--- src/rtl/sr_pkg.sv ---
package sr_pkg;
    localparam int CODE_W = 32;
    localparam int TAG_W  = 8;
    localparam int DIFF_W = 14;
    localparam int CM_W   = 8;
    localparam int SEL_W  = 2;

    typedef enum logic {
        CH_SHIFT = 1'b0,
        CH_LAST  = 1'b1
    } chan_state_e;
endpackage

--- src/rtl/sr_tag_enc.sv ---
module sr_tag_enc #(
    parameter int SEL_W = 2,
    parameter int TAG_W = 8
) (
    input  logic [SEL_W-1:0] sel,
    output logic [TAG_W-1:0] tag
);
    // Ratio 256 * 4^sel is named by sel itself, zero-extended.
    always_comb begin
        tag = '0;
        tag[SEL_W-1:0] = sel;
    end
endmodule

--- src/rtl/sr_shift_chan.sv ---
module sr_shift_chan
    import sr_pkg::*;
#(
    parameter int WIDTH = 40
) (
    input  logic             clk,
    input  logic             rst_n,
    input  logic             load,
    input  logic [WIDTH-1:0] word_in,
    input  logic             sck,
    input  logic             rd_n,
    output logic             bit_out
);
    localparam int IW = $clog2(WIDTH);
    localparam logic [IW-1:0] TOP_IDX = IW'(WIDTH - 1);

    chan_state_e      state_q, state_d;
    logic [IW-1:0]    idx_q, idx_d;
    logic [WIDTH-1:0] word_q;
    logic             sck_q;
    logic             rise;

    assign rise = sck & ~sck_q & ~rd_n;

    // State register
    always_ff @(posedge clk or negedge rst_n) begin
        if (!rst_n) begin
            state_q <= CH_SHIFT;
            idx_q   <= TOP_IDX;
            word_q  <= '0;
            sck_q   <= 1'b0;
        end else begin
            state_q <= state_d;
            idx_q   <= idx_d;
            sck_q   <= sck;
            if (load) word_q <= word_in;
        end
    end

    // Transitions: reload, advance, finish, hold
    always_comb begin
        state_d = state_q;
        idx_d   = idx_q;
        if (load) begin
            state_d = CH_SHIFT;
            idx_d   = TOP_IDX;
        end else if (rise) begin
            unique case (state_q)
                CH_SHIFT: begin
                    idx_d = idx_q - 1'b1;
                    if (idx_q == IW'(1)) state_d = CH_LAST;
                end
                CH_LAST: idx_d = '0;
            endcase
        end
    end

    // Output
    always_comb begin
        bit_out = word_q[idx_q];
    end


    load_rewind_chk: assert property (@(posedge clk) disable iff (!rst_n)
        load |=> (idx_q == TOP_IDX) && (state_q == CH_SHIFT));

    last_at_lsb_chk: assert property (@(posedge clk) disable iff (!rst_n)
        (state_q == CH_LAST) |-> (idx_q == '0));

    last_sticky_chk: assert property (@(posedge clk) disable iff (!rst_n)
        (state_q == CH_LAST && !load) |=> (state_q == CH_LAST));

    idle_hold_chk: assert property (@(posedge clk) disable iff (!rst_n)
        (rd_n && !load) |=> $stable(idx_q));

    word_hold_chk: assert property (@(posedge clk) disable iff (!rst_n)
        !load |=> $stable(word_q));
endmodule

--- src/rtl/serial_result_port.sv ---
module serial_result_port
    import sr_pkg::*;
#(
    parameter bit SHARED_LINE = 1'b1
) (
    input  logic              clk,
    input  logic              rst_n,
    input  logic [CODE_W-1:0] code_a,
    input  logic [SEL_W-1:0]  df_sel,
    input  logic              load_a,
    input  logic              rd_a_n,
    input  logic              sck_a,
    input  logic [DIFF_W-1:0] diff_b,
    input  logic [CM_W-1:0]   cm_b,
    input  logic              load_b,
    input  logic              rd_b_n,
    input  logic              sck_b,
    output logic              sdo_a,
    output logic              sdo_a_en,
    output logic              sdo_b,
    output logic              sdo_b_en,
    output logic              conflict
);
    localparam int A_W = CODE_W + TAG_W;
    localparam int B_W = DIFF_W + CM_W;

    logic [TAG_W-1:0] tag;
    logic             a_bit, b_bit;

    sr_tag_enc #(.SEL_W(SEL_W), .TAG_W(TAG_W)) u_tag (
        .sel (df_sel),
        .tag (tag)
    );

    sr_shift_chan #(.WIDTH(A_W)) u_chan_a (
        .clk     (clk),
        .rst_n   (rst_n),
        .load    (load_a),
        .word_in ({code_a, tag}),
        .sck     (sck_a),
        .rd_n    (rd_a_n),
        .bit_out (a_bit)
    );

    sr_shift_chan #(.WIDTH(B_W)) u_chan_b (
        .clk     (clk),
        .rst_n   (rst_n),
        .load    (load_b),
        .word_in ({diff_b, cm_b}),
        .sck     (sck_b),
        .rd_n    (rd_b_n),
        .bit_out (b_bit)
    );

    assign conflict = ~rd_a_n & ~rd_b_n;
    assign sdo_a    = a_bit;
    assign sdo_a_en = ~rd_a_n;
    assign sdo_b    = b_bit;

    generate
        if (SHARED_LINE) begin : g_shared
            assign sdo_b_en = ~rd_b_n & rd_a_n;

            a_priority_chk: assert property (@(posedge clk) disable iff (!rst_n)
                conflict |-> (sdo_a_en && !sdo_b_en));
        end else begin : g_split
            assign sdo_b_en = ~rd_b_n;
        end
    endgenerate


    a_float_chk: assert property (@(posedge clk) disable iff (!rst_n)
        rd_a_n |-> !sdo_a_en);

    b_float_chk: assert property (@(posedge clk) disable iff (!rst_n)
        rd_b_n |-> !sdo_b_en);
endmodule

--- config.mk ---
export PLATFORM = sky130hd
export DESIGN_NAME = serial_result_port
export DESIGN_NICKNAME = d
export VERILOG_FILES = /design/src/rtl/sr_pkg.sv /design/src/rtl/sr_tag_enc.sv /design/src/rtl/sr_shift_chan.sv /design/src/rtl/serial_result_port.sv
export SDC_FILE = /design/constraint.sdc
export NUM_CORES = 1
export LEC_CHECK = 0
export ABC_CLOCK_PERIOD_IN_PS = 2900
export CORE_UTILIZATION = 30
export DETAILED_ROUTE_END_ITERATION = 8
export DONT_BUFFER_PORTS = 1
export PLACE_DENSITY_LB_ADDON = 0.15
export SLEW_MARGIN = 20
export SYNTH_ARGS = -nofsm -noshare
export SYNTH_HDL_FRONTEND = slang
export SYNTH_SLANG_ARGS = --single-unit
--- constraint.sdc ---
create_clock -name clk -period 2.9 [get_ports clk]
set_input_delay 0.58 -clock clk [delete_from_list [all_inputs] [get_ports clk]]
set_output_delay 0.58 -clock clk [all_outputs]
set_load 0.02 [all_outputs]
Word level (Yosys, flattened, before mapping)
Index checks and enable logic that the tools add are counted.
W data, S select, Z words.
{"block": "op_classes", "magnitude_cmp": 2, "n_bitwise": 12, "muxes": 18, "n_reduce_logical": 2, "add_sub_neg": 2, "n_eq_ne": 2}
{"cell": "$mux W6", "count": 2}
{"cell": "$pmux W6 S2", "count": 1}
{"cell": "$mux W1", "count": 10}
{"cell": "$mux W5", "count": 2}
{"cell": "$pmux W5 S2", "count": 1}
{"cell": "$lt A6 B7 Y1 const B", "count": 1}
{"cell": "$and A1 B1 Y1", "count": 6}
{"cell": "$bmux W1 S6", "count": 1}
{"cell": "$eq A6 B1 Y1 const B", "count": 1}
{"cell": "$lt A5 B6 Y1 const B", "count": 1}
{"cell": "$not A1 Y1", "count": 6}
{"cell": "$sub A6 B1 Y6 const B", "count": 1}
{"cell": "$bmux W1 S5", "count": 1}
{"cell": "$eq A5 B1 Y1 const B", "count": 1}
{"cell": "$sub A5 B1 Y5 const B", "count": 1}
{"cell": "$reduce_bool A2 Y1", "count": 2}
{"block": "totals", "inputBits": 64, "wordCells": 46, "register_bits": 71, "output_inout_bits": 5}

Depth between registers and ports, before layout
{"block": "logic_depth", "depth_word": 5, "mapped_depth": 7, "depth_no_buf": 5}

Cells and area by module
Synthesis repeated with hierarchy kept, for this count alone.
{"block": "hier_totals", "cells_unflattened": 313, "area_unflattened_um2": 3829.9}
{"mod": "sr_shift_chan at u_chan_a", "n_inst": 1, "area_per_inst_um2": 2326.0, "seq_area_each_um2": 1206.2, "cells_each": 183}
{"mod": "sr_shift_chan at u_chan_b", "n_inst": 1, "area_per_inst_um2": 1423.9, "seq_area_each_um2": 729.4, "cells_each": 118}
{"mod": "sr_tag_enc", "n_inst": 1, "area_per_inst_um2": 63.8, "seq_area_each_um2": 0.0, "cells_each": 9}
{"mod": "serial_result_port", "n_inst": 1, "area_per_inst_um2": 16.3, "seq_area_each_um2": 0.0, "cells_each": 3}

Worst setup path after synthesis
Ideal clock, no wire load.
{"block": "synth_timing", "path_type": "register to output", "startpoint": "reg u_chan_a.idx_q[0]", "endpoint": "out sdo_a", "t_arrival_ps": 1844, "required_time_ps": 2320, "slack_ps": 476, "path_buffers": 0, "path_stages_with_launch": 5, "path_cell_list": "dfstp_2 > or3b_1 > o221ai_1 > and4b_4 > o41ai_2"}
{"block": "synth_between", "elab_chain_cells": 2}
{"element": "from (decl)", "line_no": "sr_shift_chan.sv:18", "rtl": "logic [IW-1:0] idx_q, idx_d;"}
{"element": "from (signal assigned)", "line_no": "sr_shift_chan.sv:34", "rtl": "idx_q <= idx_d;"}
{"element": "$bmux W1 S6", "line_no": "sr_shift_chan.sv:60", "rtl": "bit_out = word_q[idx_q];"}
{"element": "$mux W1 (implied by the code)", "line_no": "sr_shift_chan.sv:60"}
{"element": "to (decl)", "line_no": "serial_result_port.sv:18", "rtl": "output logic sdo_a,"}
No other way between the ends. The select of a mux whose other input is x is not followed.

Worst setup path in the final report
Ends and elaborated chain as after synthesis.

==> results.py <==
metrics = {
    "sta": {
        "rsz0062_at_grt": "false",
        "final_min_period_over_clock_period_pct": 96.06,
        "setup-violations-final": 0,
        "slew_headroom_pct": 46.49,
        "fin_crit_ps": 2786,
        "final_ws_setup_ps": 114.2,
        "finalSetupTns_ps": 0,
        "fin_clk_skew_ps": 7.549,
        "report.final.hold_viol_count": 0,
        "timing.final.max_slew_violations": 0,
        "worst_slew_pin_slew_ps": 800.2,
        "max_clock_freq_mhz": 359.0,
    },
    "critical_path": {
        "path_delay_family": "multiplexers",
        "crit_path_top_delay_cell": "sky130_fd_sc_hd__dfstp_2",
        "library_cell_appearing_most_often_on_the_critical_path": "sky130_fd_sc_hd__buf_4",
        "endpoint_kind": "output pin",
        "critPathBufInv": 2,
        "critical_path_required_ps": 2320,
        "worst_ep_arrival_time_ps": 2210,
        "crit_path_max_incr_delay_ps": 580,
        "critical_setup_path_class": "register to output pin",
        "start_kind": "register",
        "cp_cell_sequence": "buf_4 > mux4_1 > mux2_2 > nand3_1 > o41ai_2 > buf_4",
        "critical_path_fanout_max": 5,
    },
    "cts": {
        "longest_clk_path_bufs": 2,
        "clock_tree.root_cell": "sky130_fd_sc_hd__clkbuf_8",
        "insertion_delay_ps": 350,
        "tritoncts_buffers": 9,
        "tritoncts_num_sinks": 71,
        "cts.reportedPaths.clkPinSlew_ps": 80,
        "cts.htree.levels": 3,
        "cts_tree": "built",
    },
    "logic_synthesis": {
        "synth_enable_flop_cells": 0,
        "synth_adder_area_share_pct": 1.485,
        "synth_largest_type_area_fraction_pct": 47.53,
        "compound_cell_area_share_of_the_yosys_netlist_pct": 5.681,
        "async_flop_share_pct": 100.0,
        "yosysUniqueCellTypes": 33,
        "yosys-mux-area-fraction_pct": 30.38,
        "ys_top_cells_by_area": "sky130_fd_sc_hd__dfrtp_1, sky130_fd_sc_hd__mux2_2, sky130_fd_sc_hd__dfstp_2",
        "post_synth_instance_area_sq_um": 3369,
        "xor_xnor_fraction_of_synth_area_pct": 0,
        "ys_warn_count": 0,
        "yosysSeqAreaShare_pct": 52.99,
        "ys_dominant_reg_cell": "sky130_fd_sc_hd__dfrtp_1",
        "main_combinational_cell_family_by_area_after_synthesis": "multiplexers",
        "synthesis.area_per_instance_sq_um": 13.48,
        "synth_seq_cells": 71,
        "synth_area_leader": "sky130_fd_sc_hd__dfrtp_1",
        "area_fraction_in_and_or_nand_and_nor_cells_after_synthesis_pct": 6.238,
        "synthCells": 250,
        "syn_nets": 318,
    },
    "floorplan": {
        "initial_core_util_pct": 30.95,
        "core.rowCount": 38,
        "design.die.area_sq_um": 11660,
        "die_h_um": 108.0,
        "core-area_sq_um": 10890,
        "die_w_um": 108.0,
        "floorplan.io_pins": 69,
    },
    "route": {
        "post-route-drc-count": 0,
        "detailedRoute.firstIterationViolations": 40,
        "antenna_violating_nets_post_route": 0,
        "drt_wl_total_mm": 6.798,
        "detail_route.vias_per_cell": 5.005,
        "vias": 1982,
        "dr.pass1.iters": 4,
        "wl_per_cell_um": 17.17,
    },
    "placed_design": {
        "dp_worst_setup_slack_ps": 361.3,
        "dpl.hpwl_mm": 4.556,
        "port_buffers": 0,
        "place.gp.congestion": 0.7679,
    },
    "power_and_ir_drop": {
        "power_frac_clock_pct": 39.8,
        "internal_power_w": 0.001695,
        "p_leak_nw": 1.591,
        "power.share.switching_pct": 23.50,
        "power_per_cell_area_nw_per_um2": 589.2,
        "combinationalPowerShare_pct": 9.5,
        "worst_ir_drop_vdd_mv": 0.2653,
        "total_power_w": 0.002216,
        "net-switching-power_w": 0.0005208,
        "p_seq_share_pct": 50.7,
    },
    "global_routing": {
        "first_global_vias": 2181,
        "grt.overflow.total": 0,
        "global_route_wire_length_before_repair_mm": 11.34,
        "grt_max_degree": 65,
        "antenna_found_initial": 1,
        "globalRouteTotalUtil_pct": 13.04,
    },
    "final_layout": {
        "finish.utilization_pct": 34.54,
        "final_cell_mix": "sky130_fd_sc_hd__dfrtp_1, sky130_fd_sc_hd__mux2_2, sky130_fd_sc_hd__nor2_1, sky130_fd_sc_hd__mux2i_1",
        "layout_commonest_cell": "sky130_fd_sc_hd__dfrtp_1",
        "layout-drive-gt1-share_pct": 37.25,
        "layout.nets": 318,
        "fillerInstances": 1111,
        "area_growth_from_synthesis_to_layout_pct": 11.62,
    },
    "flow_run": {
        "max_cap_viol_count": 0,
    },
    "hold_path": {
        "hp-class": "input pin to asynchronous set/reset pin",
    },
    "run_status": {
        "outcome": "finished clean",
    },
}
## power groups by stage
stage                     registers (W)  logic (W)  clock network [W]
after CTS                       0.00113   0.000215           0.000914
after floorplan                 0.00112   0.000188                  0
after global routing            0.00114   0.000232           0.000959
after detailed placement        0.00115   0.000187                  0
final                           0.00112   0.000210           0.000882
after global placement          0.00115   0.000183                  0
## stage by stage
stage / hold slack (ps) / std cells / instance area, sq um
after floorplan: 284.4 / 250 / 3369
after global placement: 288.2 / 375 / 3485
after detailed placement: 288.3 / 375 / 3485
after CTS: 49.32 / 395 / 3752
after global routing: 42.40 / 395 / 3759
final: 72.49 / 396 / 3761
## state kept, by name (all words and copies together), names as in the netlist
signal,flops
u_chan_b.state_q,1
u_chan_a.word_q,34
u_chan_b.idx_q,5
u_chan_b.word_q,22
u_chan_b.sck_q,1
u_chan_a.state_q,1
u_chan_a.sck_q,1
u_chan_a.idx_q,6
## final cells by class
cell class,count,area [sq um],share of cell area [%]
multi-input cells,153,1475,39.22
diodes,1,2.502,0.06653
inverters,9,33.78,0.8982
clock buffers,9,123.9,3.293
flip-flops and latches,71,1789,47.57
well taps,140,175.2,4.657
clock inverters,7,96.34,2.562
repair buffers,6,65.06,1.730
## per-layer routing
| metal | global-route usage (%) | wire [um] | vias to the layer above |
|---|---|---|---|
| li1 | - | - | 914 |
| met1 | 15.99 | 2954 | 1015 |
| met2 | 21.02 | 3360 | 43 |
| met3 | 4.400 | 386 | 10 |
| met4 | 5.284 | 97 | 0 |
| met5 | 0 | 0 | - |
## cells in the mapped netlist, types with 2 or more instances
cell type                   n
sky130_fd_sc_hd__mux2i_1   10
sky130_fd_sc_hd__nor3_1     6
sky130_fd_sc_hd__nand2_1    6
sky130_fd_sc_hd__or3_1      3
sky130_fd_sc_hd__o21ai_0    6
sky130_fd_sc_hd__mux4_1     6
sky130_fd_sc_hd__mux4_2     5
sky130_fd_sc_hd__a21oi_1    9
sky130_fd_sc_hd__clkbuf_1   8
sky130_fd_sc_hd__dfrtp_1   64
sky130_fd_sc_hd__mux2_2    58
sky130_fd_sc_hd__nand3_1    6
sky130_fd_sc_hd__buf_1      5
sky130_fd_sc_hd__a31oi_1    3
sky130_fd_sc_hd__dfstp_2    7
sky130_fd_sc_hd__buf_2      3
sky130_fd_sc_hd__nor2_1    14
sky130_fd_sc_hd__inv_1      9
sky130_fd_sc_hd__o31ai_1    2
sky130_fd_sc_hd__ha_1       4
sky130_fd_sc_hd__a211o_1    2
sky130_fd_sc_hd__or3b_1     3
## worst reg2reg max path, delay by kind of cell (launching register included)
family,cells,cell delay [ps]
AO/OA/AOI/OAI,2,270
flip-flops,1,360
AND/OR/NAND/NOR,2,960
## logic make-up after synthesis
kind of cell | count (synthesis)
muxes | 79
DFF | 71
and+or+nand+nor | 41
AOI/OAI and AO/OA | 29
buffers and inverters | 26
adders and majority gates | 4
## final timing paths
path                                    start                   to  slack, ps  cells after the start
max                         u_chan_a.idx_q[0]                sdo_a        110                      6
min in group clk                        sck_a       u_chan_a.sck_q        250                      0
min                                     rst_n    u_chan_a.idx_q[5]         70                      0
min reg2reg                u_chan_b.word_q[8]   u_chan_b.word_q[8]        510                      1
max in group asynchronous               rst_n  u_chan_a.word_q[22]       2510                      1
max reg2reg                    u_chan_b.sck_q    u_chan_b.idx_q[3]       1250                      4
## what timing repair did
item,in CTS,in global routing
endpoints found under the hold margin,64,0
hold buffers,1,0
setup buffers,3,0
gates resized for setup,0,2
pin swaps,0,0
endpoints found under the setup margin,1,2
(Power assumes the default switching activity.)
